$ cat src/rtl/pwmfrac_pkg.sv
package pwmfrac_pkg;

  localparam int FREQ_W  = 4;
  localparam int RCODE_W = 2;
  localparam int STEP_W  = 10;
  localparam int RES_W   = 4;
  localparam int RES_MIN = 7;
  localparam int RES_MAX = 13;

  typedef struct packed {
    logic [STEP_W-1:0] step;
    logic [RES_W-1:0]  res;
  } pwm_cfg_t;

  // step per clock for resolution code 0
  function automatic logic [STEP_W-1:0] base_step(input logic [FREQ_W-1:0] f);
    case (f)
      4'd0:    base_step = 10'd64;
      4'd1:    base_step = 10'd128;
      4'd2:    base_step = 10'd176;
      4'd3:    base_step = 10'd224;
      4'd4:    base_step = 10'd256;
      4'd5:    base_step = 10'd272;
      4'd6:    base_step = 10'd288;
      4'd7:    base_step = 10'd304;
      4'd8:    base_step = 10'd320;
      4'd9:    base_step = 10'd336;
      4'd10:   base_step = 10'd352;
      4'd11:   base_step = 10'd368;
      4'd12:   base_step = 10'd384;
      4'd13:   base_step = 10'd400;
      4'd14:   base_step = 10'd448;
      default: base_step = 10'd512;
    endcase
  endfunction

  // duty resolution for resolution code 0
  function automatic logic [RES_W-1:0] base_res(input logic [FREQ_W-1:0] f);
    if (f == 4'd0)      base_res = 4'd10;
    else if (f == 4'd1) base_res = 4'd9;
    else if (f <= 4'd4) base_res = 4'd8;
    else                base_res = 4'd7;
  endfunction

endpackage

$ cat src/rtl/pwmfrac_step_sel.sv
module pwmfrac_step_sel
  import pwmfrac_pkg::*;
(
  input  logic [FREQ_W-1:0]  freq_code,
  input  logic [RCODE_W-1:0] res_code,
  output pwm_cfg_t           cfg
);

  logic [STEP_W-1:0] raw_step;
  logic [RES_W-1:0]  raw_res;

  always_comb begin
    raw_step = base_step(freq_code);
    raw_res  = base_res(freq_code);
    cfg.step = raw_step >> res_code;
    cfg.res  = raw_res + RES_W'(res_code);
  end

endmodule

$ cat src/rtl/pwmfrac_accum.sv
module pwmfrac_accum
  import pwmfrac_pkg::*;
#(
  parameter int ACC_W  = 16,
  parameter int DUTY_W = 14
) (
  input  logic              clk,
  input  logic              rst,
  input  pwm_cfg_t          cfg_in,
  input  logic [DUTY_W-1:0] duty_in,
  output logic [ACC_W-1:0]  acc_q,
  output pwm_cfg_t          cfg_q,
  output logic [DUTY_W-1:0] duty_q,
  output logic              wrap_q
);

  localparam int SUM_W = ACC_W + 1;

  logic [SUM_W-1:0] sum;
  logic             carry;

  always_comb begin
    sum   = {1'b0, acc_q} + SUM_W'(cfg_q.step);
    carry = sum[ACC_W];
  end

  always_ff @(posedge clk) begin
    if (rst) begin
      acc_q  <= '0;
      wrap_q <= 1'b0;
      cfg_q  <= cfg_in;
      duty_q <= duty_in;
    end else begin
      acc_q  <= sum[ACC_W-1:0];
      wrap_q <= carry;
      if (carry) begin
        cfg_q  <= cfg_in;
        duty_q <= duty_in;
      end
    end
  end

endmodule

$ cat src/rtl/pwmfrac_cmp.sv
module pwmfrac_cmp
  import pwmfrac_pkg::*;
#(
  parameter int ACC_W  = 16,
  parameter int DUTY_W = 14
) (
  input  logic              clk,
  input  logic              rst,
  input  logic [ACC_W-1:0]  acc_q,
  input  logic [RES_W-1:0]  res,
  input  logic [DUTY_W-1:0] duty,
  output logic              pwm_q
);

  localparam int CMP_W  = (ACC_W > DUTY_W) ? ACC_W : DUTY_W;
  localparam int N_RES  = RES_MAX - RES_MIN + 1;

  logic [CMP_W-1:0] top_by_res [N_RES];
  logic [CMP_W-1:0] top_sel;
  logic             hit;

  for (genvar g = RES_MIN; g <= RES_MAX; g++) begin : g_slice
    assign top_by_res[g-RES_MIN] = CMP_W'(acc_q[ACC_W-1 -: g]);
  end

  always_comb begin
    top_sel = '0;
    for (int i = 0; i < N_RES; i++) begin
      if (32'(res) == i + RES_MIN) top_sel = top_by_res[i];
    end
    hit = top_sel < CMP_W'(duty);
  end

  always_ff @(posedge clk) begin
    if (rst) pwm_q <= 1'b0;
    else     pwm_q <= hit;
  end

endmodule

$ cat src/rtl/pwmfrac_gen.sv
module pwmfrac_gen
  import pwmfrac_pkg::*;
#(
  parameter int ACC_W  = 16,
  parameter int DUTY_W = 14
) (
  input  logic              clk,
  input  logic              rst,
  input  logic [3:0]        freq_code,
  input  logic [1:0]        res_code,
  input  logic [DUTY_W-1:0] duty,
  output logic              pwm_out,
  output logic              period_start,
  output logic [3:0]        res_bits
);

  pwm_cfg_t          cfg_next;
  pwm_cfg_t          cfg_cur;
  logic [ACC_W-1:0]  acc_cur;
  logic [DUTY_W-1:0] duty_cur;

  pwmfrac_step_sel u_sel (
    .freq_code (freq_code),
    .res_code  (res_code),
    .cfg       (cfg_next)
  );

  pwmfrac_accum #(.ACC_W(ACC_W), .DUTY_W(DUTY_W)) u_acc (
    .clk     (clk),
    .rst     (rst),
    .cfg_in  (cfg_next),
    .duty_in (duty),
    .acc_q   (acc_cur),
    .cfg_q   (cfg_cur),
    .duty_q  (duty_cur),
    .wrap_q  (period_start)
  );

  pwmfrac_cmp #(.ACC_W(ACC_W), .DUTY_W(DUTY_W)) u_cmp (
    .clk   (clk),
    .rst   (rst),
    .acc_q (acc_cur),
    .res   (cfg_cur.res),
    .duty  (duty_cur),
    .pwm_q (pwm_out)
  );

  assign res_bits = cfg_cur.res;

endmodule

$ cat config.mk
export PLATFORM = sky130hd
export DESIGN_NAME = pwmfrac_gen
export DESIGN_NICKNAME = d
export VERILOG_FILES = /design/src/rtl/pwmfrac_pkg.sv /design/src/rtl/pwmfrac_step_sel.sv /design/src/rtl/pwmfrac_accum.sv /design/src/rtl/pwmfrac_cmp.sv /design/src/rtl/pwmfrac_gen.sv
export SDC_FILE = /design/constraint.sdc
export NUM_CORES = 1
export LEC_CHECK = 0
export BUFFER_PORTS_ARGS = -buffer_cell sky130_fd_sc_hd__buf_4
export CAP_MARGIN = 20
export CORE_ASPECT_RATIO = 1.75
export CORE_MARGIN = 10
export CORE_UTILIZATION = 30
export DETAILED_ROUTE_END_ITERATION = 12
export HOLD_SLACK_MARGIN = 0.12
export RECOVER_POWER = 100
export REMOVE_ABC_BUFFERS = 1
export SYNTH_ARGS = -nofsm -noshare
export SYNTH_HDL_FRONTEND = slang
export SYNTH_HIERARCHICAL = 1
export SYNTH_SLANG_ARGS = --single-unit
export TNS_END_PERCENT = 10
$ cat constraint.sdc
create_clock -name clk -period 2.8 [get_ports clk]
set_input_delay 0.84 -clock clk [delete_from_list [all_inputs] [get_ports clk]]
set_output_delay 0.84 -clock clk [all_outputs]
set_load 0.05 [all_outputs]
* Word level (Yosys, flattened, before mapping)
Memory sizes are Yosys's and may differ from the RTL's.
Cells that the tools add are included.
** Cells by class
- Add/sub/neg operators :: 2
- Order comparisons :: 2
- Eq/ne operators :: 8
- Shift-type cells :: 1
- Mux-type cells :: 14
- Reduce and logical (&&, ||, !) cells :: 2
** Operators with widths (number)
- 2-to-1 mux 14 bit :: 4
- == test 4 bit, second input constant :: 6
- adder 16 x 10 -> 17 bit :: 1
- less-than comparator 13 x 14 -> 1 bit :: 1
- 2-to-1 mux 13 bit :: 1
- 2-to-1 mux 12 bit :: 1
- 2-to-1 mux 4 bit :: 3
- 2-to-1 mux 11 bit :: 1
- 2-to-1 mux 10 bit :: 1
- right shift 10 x 2 -> 10 bit :: 1
- 2-to-1 mux 9 bit :: 1
- 2-to-1 mux 8 bit :: 1
- 2-to-1 mux 7 bit :: 1
- adder 4 x 2 -> 4 bit :: 1
- == test 4 x 1 -> 1 bit, second input constant :: 1
- == test 4 x 3 -> 1 bit, second input constant :: 1
- less-or-equal comparator 4 x 3 -> 1 bit, second input constant :: 1
- zero test 4 bit :: 1
- nonzero test 2 bit :: 1
** Word-level totals
- Register bits after elaboration :: 46
- Memory bits (read-only) :: 96
- Bits of input ports :: 22
- Output and inout port bits :: 6
- Logic and storage cells :: 36
- Memories kept :: 1
** Memory list
- (no name shown) :: words 16, width 6, rd ports 1, clocked after memory_dff 0, wr ports 0, RTL line pwmfrac_pkg.sv:17 : case (f)

* Depth between registers and ports, before layout
- Depth after elaboration :: 9
- Gate-level depth with buffers :: 11

* Modules after synthesis
The synthesis kept the hierarchy.
** By module, submodules not included
- pwmfrac_accum :: times used 1, cells an instance 147, area each 1911.8 um^2, seq. area each 1181.1 um^2
- pwmfrac_cmp :: times used 1, cells an instance 154, area each 1044.8 um^2, seq. area each 20.0 um^2
- pwmfrac_step_sel :: times used 1, cells an instance 68, area each 496.7 um^2, seq. area each 0.0 um^2

* Worst setup path after synthesis
No wires, ideal clock.
- Path kind :: register to register
- Start :: reg u_acc/cfg_q[0] (netlist name)
- End :: reg u_cmp.pwm_q
- Library setup time :: 0.126 ns
- Arrival :: 2.533 ns
- Setup slack :: 0.141 ns
- Cell stages (with the launch flop) :: 11
- Cells stage by stage :: edfxtp_1 -> buf_6 -> buf_6 -> mux2_2 -> a21oi_1 -> o32ai_1 -> ha_1 -> nand2_1 -> or4_4 -> a21oi_1 -> a211oi_2
** Between the ends
- Word-level cells in the longest chain between the ends :: 9
- Elaborated cells between the ends (all ways) :: 15
- Those cells by class :: order compare (1); eq/ne (7); mux (7)
** RTL lines
- start: declaration :: RTL line pwmfrac_accum.sv:12 : output pwm_cfg_t cfg_q,
- start signal: assignment :: RTL line pwmfrac_accum.sv:31 : cfg_q <= cfg_in;
- start signal: assignment :: RTL line pwmfrac_accum.sv:37 : cfg_q <= cfg_in;
- == test 4 x 3 -> 1 bit :: RTL line pwmfrac_cmp.sv:29 : if (32'(res) == i + RES_MIN) top_sel = top_by_res[i];
- 2-to-1 mux 7 bit :: RTL line pwmfrac_cmp.sv:29
- 2-to-1 mux 8 bit :: RTL line pwmfrac_cmp.sv:29
- 2-to-1 mux 9 bit :: RTL line pwmfrac_cmp.sv:29
- 2-to-1 mux 10 bit :: RTL line pwmfrac_cmp.sv:29
- 2-to-1 mux 11 bit :: RTL line pwmfrac_cmp.sv:29
- 2-to-1 mux 12 bit :: RTL line pwmfrac_cmp.sv:29
- 2-to-1 mux 13 bit * :: RTL line pwmfrac_cmp.sv:29
- less-than comparator 13 x 14 -> 1 bit * :: RTL line pwmfrac_cmp.sv:31 : hit = top_sel < CMP_W'(duty);
- end signal: assignment :: RTL line pwmfrac_cmp.sv:36 : else pwm_q <= hit;
- end: declaration :: RTL line pwmfrac_cmp.sv:12 : output logic pwm_q
Mark *: on every way between the ends. The rest lies on a longest branch, timed or not.
A chain may end at the register's enable or synchronous reset.

* Final worst setup path
- Start :: reg u_acc/cfg_q[1] (netlist name)
- End :: reg u_cmp.pwm_q
The elaborated chain is that of the path after synthesis.

==> impl_summary.md <==
Status
The run finished with clean final reports.

Pwr
Of the total power, the share spent switching nets is 34.9%. The power spent charging and discharging nets is 928 µW. The power share of the clock group is 28.9%. The part of the power in registers is 35.9%. Cell internal power was estimated by the tool at 1730 µW. The combinational fraction of design power is 35.3%. The leakage power of the design is 0.00163 µW. Total power for the finished layout comes to 2660 µW.

Dividing total power by cell area gives a power density of 683 mW/mm². The maximum vdd ir drop is 280 µV.

Yosys
After Yosys synthesis, XOR and XNOR cells account for 1.27% of the synthesized area. By area, the combinational part of the netlist is dominated by compound AO/OA/AOI/OAI gates. The number of warnings issued by yosys is 6. After Yosys synthesis, full adders, half adders and majority gates account for 11.3% of the synthesized area. Counting flops with a built-in enable in the synthesized netlist gives 28. The dominant cell by count in the synthesized netlist is sky130_fd_sc_hd__nor2_1. The synthesized netlist devotes 22.6% of its cell area to compound gates.

The share of flip-flops with an asynchronous set or reset is 0%. The number of synthesized register bits is 46. The share of synthesized area in the top cell type comes to 24.3%. The biggest area consumer among synthesized cells is sky130_fd_sc_hd__edfxtp_1. In this run the mean area of a mapped cell was 9.36 µm². The most used flip-flop cell after synthesis is sky130_fd_sc_hd__edfxtp_1.

The sequential area share after synthesis is 34.8%. Ranked by instance count, the synthesized netlist is headed by 29 x sky130_fd_sc_hd__nor2_1, 28 x sky130_fd_sc_hd__edfxtp_1, 28 x sky130_fd_sc_hd__ha_1. By area the synthesized netlist is led by sky130_fd_sc_hd__edfxtp_1 24%, sky130_fd_sc_hd__dfxtp_1 10%, sky130_fd_sc_hd__ha_1 10%, sky130_fd_sc_hd__mux2i_1 3.8%, sky130_fd_sc_hd__a21oi_1 3.5%. The number of unique standard cell types used by synthesis is 74. The cell area that synthesis handed to floorplanning was 0.00345 mm². Counting every instance in the synthesized netlist gives 369. After Yosys synthesis, and, or, nand and nor cells account for 17.1% of the synthesized area. The multiplexer fraction of the synthesized cell area is 5.51%.

Timing
Setup repair after global routing left no endpoint under its margin. After layout, the worst path uses 91.7% of the clock period. The count of final max-slew check failures is 0. Once routing completed, OpenROAD measured the worst setup slack at 0.231 ns.

The count of endpoints failing hold in the final timing report came to 0. The final hold slack is 0.576 ns. In this run the tightest slew margin relative to its limit is 29.9%. The number of failing setup endpoints in the final timing report is 0.

The total negative slack is 0 ns. The slew at the pin with the worst max-slew slack is 1.05 ns. Timing would allow up to 389 MHz. The clock period could shrink to 2.57 ns.

The setup clock skew after layout is 0.00922 ns.

Global route
The via count of the first global-routing pass is 2657. The number of antenna violations at the first check in global routing came to 0. Entering global routing, the biggest net connects 29 pins. Global routing used 9.64% of the available tracks. The first global-routing pass estimated 12.8 mm of wire. Global routing finished with a remaining overflow of 0.

Drt
The number of routed nets with antenna violations is 0. For this block, the via count after detailed routing is 2756. The average detailed-routed wire length per instance is 15.1 µm.

The number of optimization iterations in the first detailed-route pass is 5. For this block, the initial DRC count from the detailed router was 96. The average via count per standard cell is 5.26.

After detailed routing, the total wire length is 7.93 mm. The remaining design rule violation count is 0.

Clock network
The cell at the root of the clock tree is sky130_fd_sc_hd__clkbuf_16. After clock tree synthesis, the clock-pin slew on the worst setup and hold paths is 0.06 ns. The clock net sink count is 46. The TritonCTS clock tree is built. The maximum number of buffers from clock root to sink is 2. The number of H-tree branching levels is 2. The clock insertion delay at the later pin of the skew report is 0.29 ns. The TritonCTS buffer count is 5.

Critical path
The slowest library cell on the worst path is sky130_fd_sc_hd__edfxtp_1. The number of buffers and inverters on the critical path is 1. The arrival time of the worst setup path is 2.78 ns.

In this design, the stage delay of the slowest critical-path cell is 0.46 ns. Grouping stages by cell kind, the critical path spends the most delay in compound AO/OA/AOI/OAI gates. Walking the worst path, the cells encountered are buf_4, and4b_1, a21oi_1, o21ai_0, ha_1, a21o_1, a221oi_1, a21oi_1, a211oi_2. The biggest fanout along the worst timing path is 10. The critical path endpoint category is a flop. Among the stages of the critical path, the cell type that occurs most often is sky130_fd_sc_hd__a21oi_1. STA classifies the critical path startpoint as a flop. The category of the most critical setup path is flop to flop. For the worst setup path, the data required time is 3.02 ns.

Placement
The wire-length estimate of the detail-placed layout is 6.16 mm. OpenSTA, run right after detailed placement, puts the worst setup slack at 0.140 ns. At the end of routability-driven placement, the weighted congestion stood at 0.903. In this run, placement finished with an instance count of 516. Port buffering added 27 buffers.

Cells and area
The number of nets in the finished design is 443. The combined area of the multi-input logic cells is 0.00199 mm². The share of cells above drive strength 1 is 13.8%. The count of placed standard cells in the final layout, fillers left out is 524. The register area is 0.00120 mm². The number of inserted diodes is 0. The number of inserted filler cells in the final layout is 1145. Relative to the synthesized area, the layout overhead comes to 12.8%.

Min path
The worst hold-check path type is flop to flop.

Job
Max-cap violations in this run came to 0.

Floorplanning
The region available for standard cell placement spans 0.0112 mm². The die covers 0.0164 mm². The effective utilization at floorplan is 30.7%. During I/O placement, the number of pins put on the boundary was 28. The height of the die is 162 µm.

After floorplanning, the core was divided into 51 placement rows. Measured along the x axis, the die boundary spans 101 µm.
-- repair_timing --
item	in CTS	in global routing
hold buffers	0	0
setup endpoints to repair	0	29
resized for setup	0	2
buffers inserted	0	0
-- final cells by class --
cell class,count,area share [%]
inverters,28,2.70
well taps,132,4.24
multi-input cells,275,51.1
repair buffers,35,6.17
clock inverters,3,1.77
flip-flops and latches,46,30.8
clock buffers,5,3.21
-- state kept, by name (all words and copies together) (netlist names) --
signal        count
u_acc/wrap_q      1
u_acc/cfg_q      14
u_cmp/pwm_q       1
u_acc/duty_q     14
u_acc/acc_q      16
-- power groups by stage --
stage               Sequential, µW  Clock (µW)  Combinational [µW]
floorplan                      976           0                 651
global placement               971           0                 924
detailed placement             970           0                 940
CTS                            955         783                 947
global route                   970         809                1040
finish                         954         767                 938
-- metal layers --
metal / vias to the layer above / GRT usage [%] / share of wire [%]
met4: 0 / 6.49 / 3.3
met5: - / 0 / 0
met2: 50 / 17.8 / 57
li1: 1403 / - / -
met1: 1290 / 9.39 / 37
met3: 13 / 1.44 / 3.1
-- stage by stage --
step	utilization, %	area, µm²
after global placement	33.2	3730
after floorplan	-	3300
after CTS	34.9	3930
after global routing	34.7	3890
final	34.7	3890
after detailed placement	33.2	3730
-- worst register-to-register path: stages (launching register included) --
cell,delay (ns)
sky130_fd_sc_hd__edfxtp_1,0.46
sky130_fd_sc_hd__buf_4,0.22
sky130_fd_sc_hd__and4b_1,0.36
sky130_fd_sc_hd__a21oi_1,0.10
sky130_fd_sc_hd__o21ai_0,0.30
sky130_fd_sc_hd__ha_1,0.31
sky130_fd_sc_hd__a21o_1,0.16
sky130_fd_sc_hd__a221oi_1,0.29
sky130_fd_sc_hd__a21oi_1,0.12
sky130_fd_sc_hd__a211oi_2,0.18
-- layout by cell type (no fill, tap or decap), types with 6 or more instances in the layout --
cell / instances
sky130_fd_sc_hd__buf_4: 15
sky130_fd_sc_hd__nand2_1: 22
sky130_fd_sc_hd__mux2i_1: 13
sky130_fd_sc_hd__a21oi_1: 25
sky130_fd_sc_hd__o21ai_0: 18
sky130_fd_sc_hd__ha_1: 28
sky130_fd_sc_hd__inv_1: 27
sky130_fd_sc_hd__nand3_1: 12
sky130_fd_sc_hd__edfxtp_1: 28
sky130_fd_sc_hd__clkbuf_1: 6
sky130_fd_sc_hd__a22oi_1: 8
sky130_fd_sc_hd__nor3_1: 12
sky130_fd_sc_hd__nor2b_1: 10
sky130_fd_sc_hd__clkbuf_4: 14
sky130_fd_sc_hd__nor2_1: 29
sky130_fd_sc_hd__dfxtp_1: 18
-- kinds of logic (layout without fill, tap and decap cells) --
group	Yosys count	after routing
XOR/XNOR	5	5
multiplexers	18	18
buffers and inverters	48	71
other	1	1
flip-flops	46	46
AO/OA/AOI/OAI	111	111
AND/OR/NAND/NOR	110	110
adder cells (fa/ha/maj)	30	30
-- path summary, 6_finish.rpt --
kind,slack (ns),end,from,cells after the start
worst min-delay path,0.58,u_acc/acc_q[0],u_acc/acc_q[0],2
worst max register to register,0.23,u_cmp/pwm_q,u_acc/cfg_q[1],9
worst min register to register,0.58,u_acc/acc_q[0],u_acc/acc_q[0],2
worst max-delay path,0.23,u_cmp/pwm_q,u_acc/cfg_q[1],9
(Power assumes the default switching activity.)
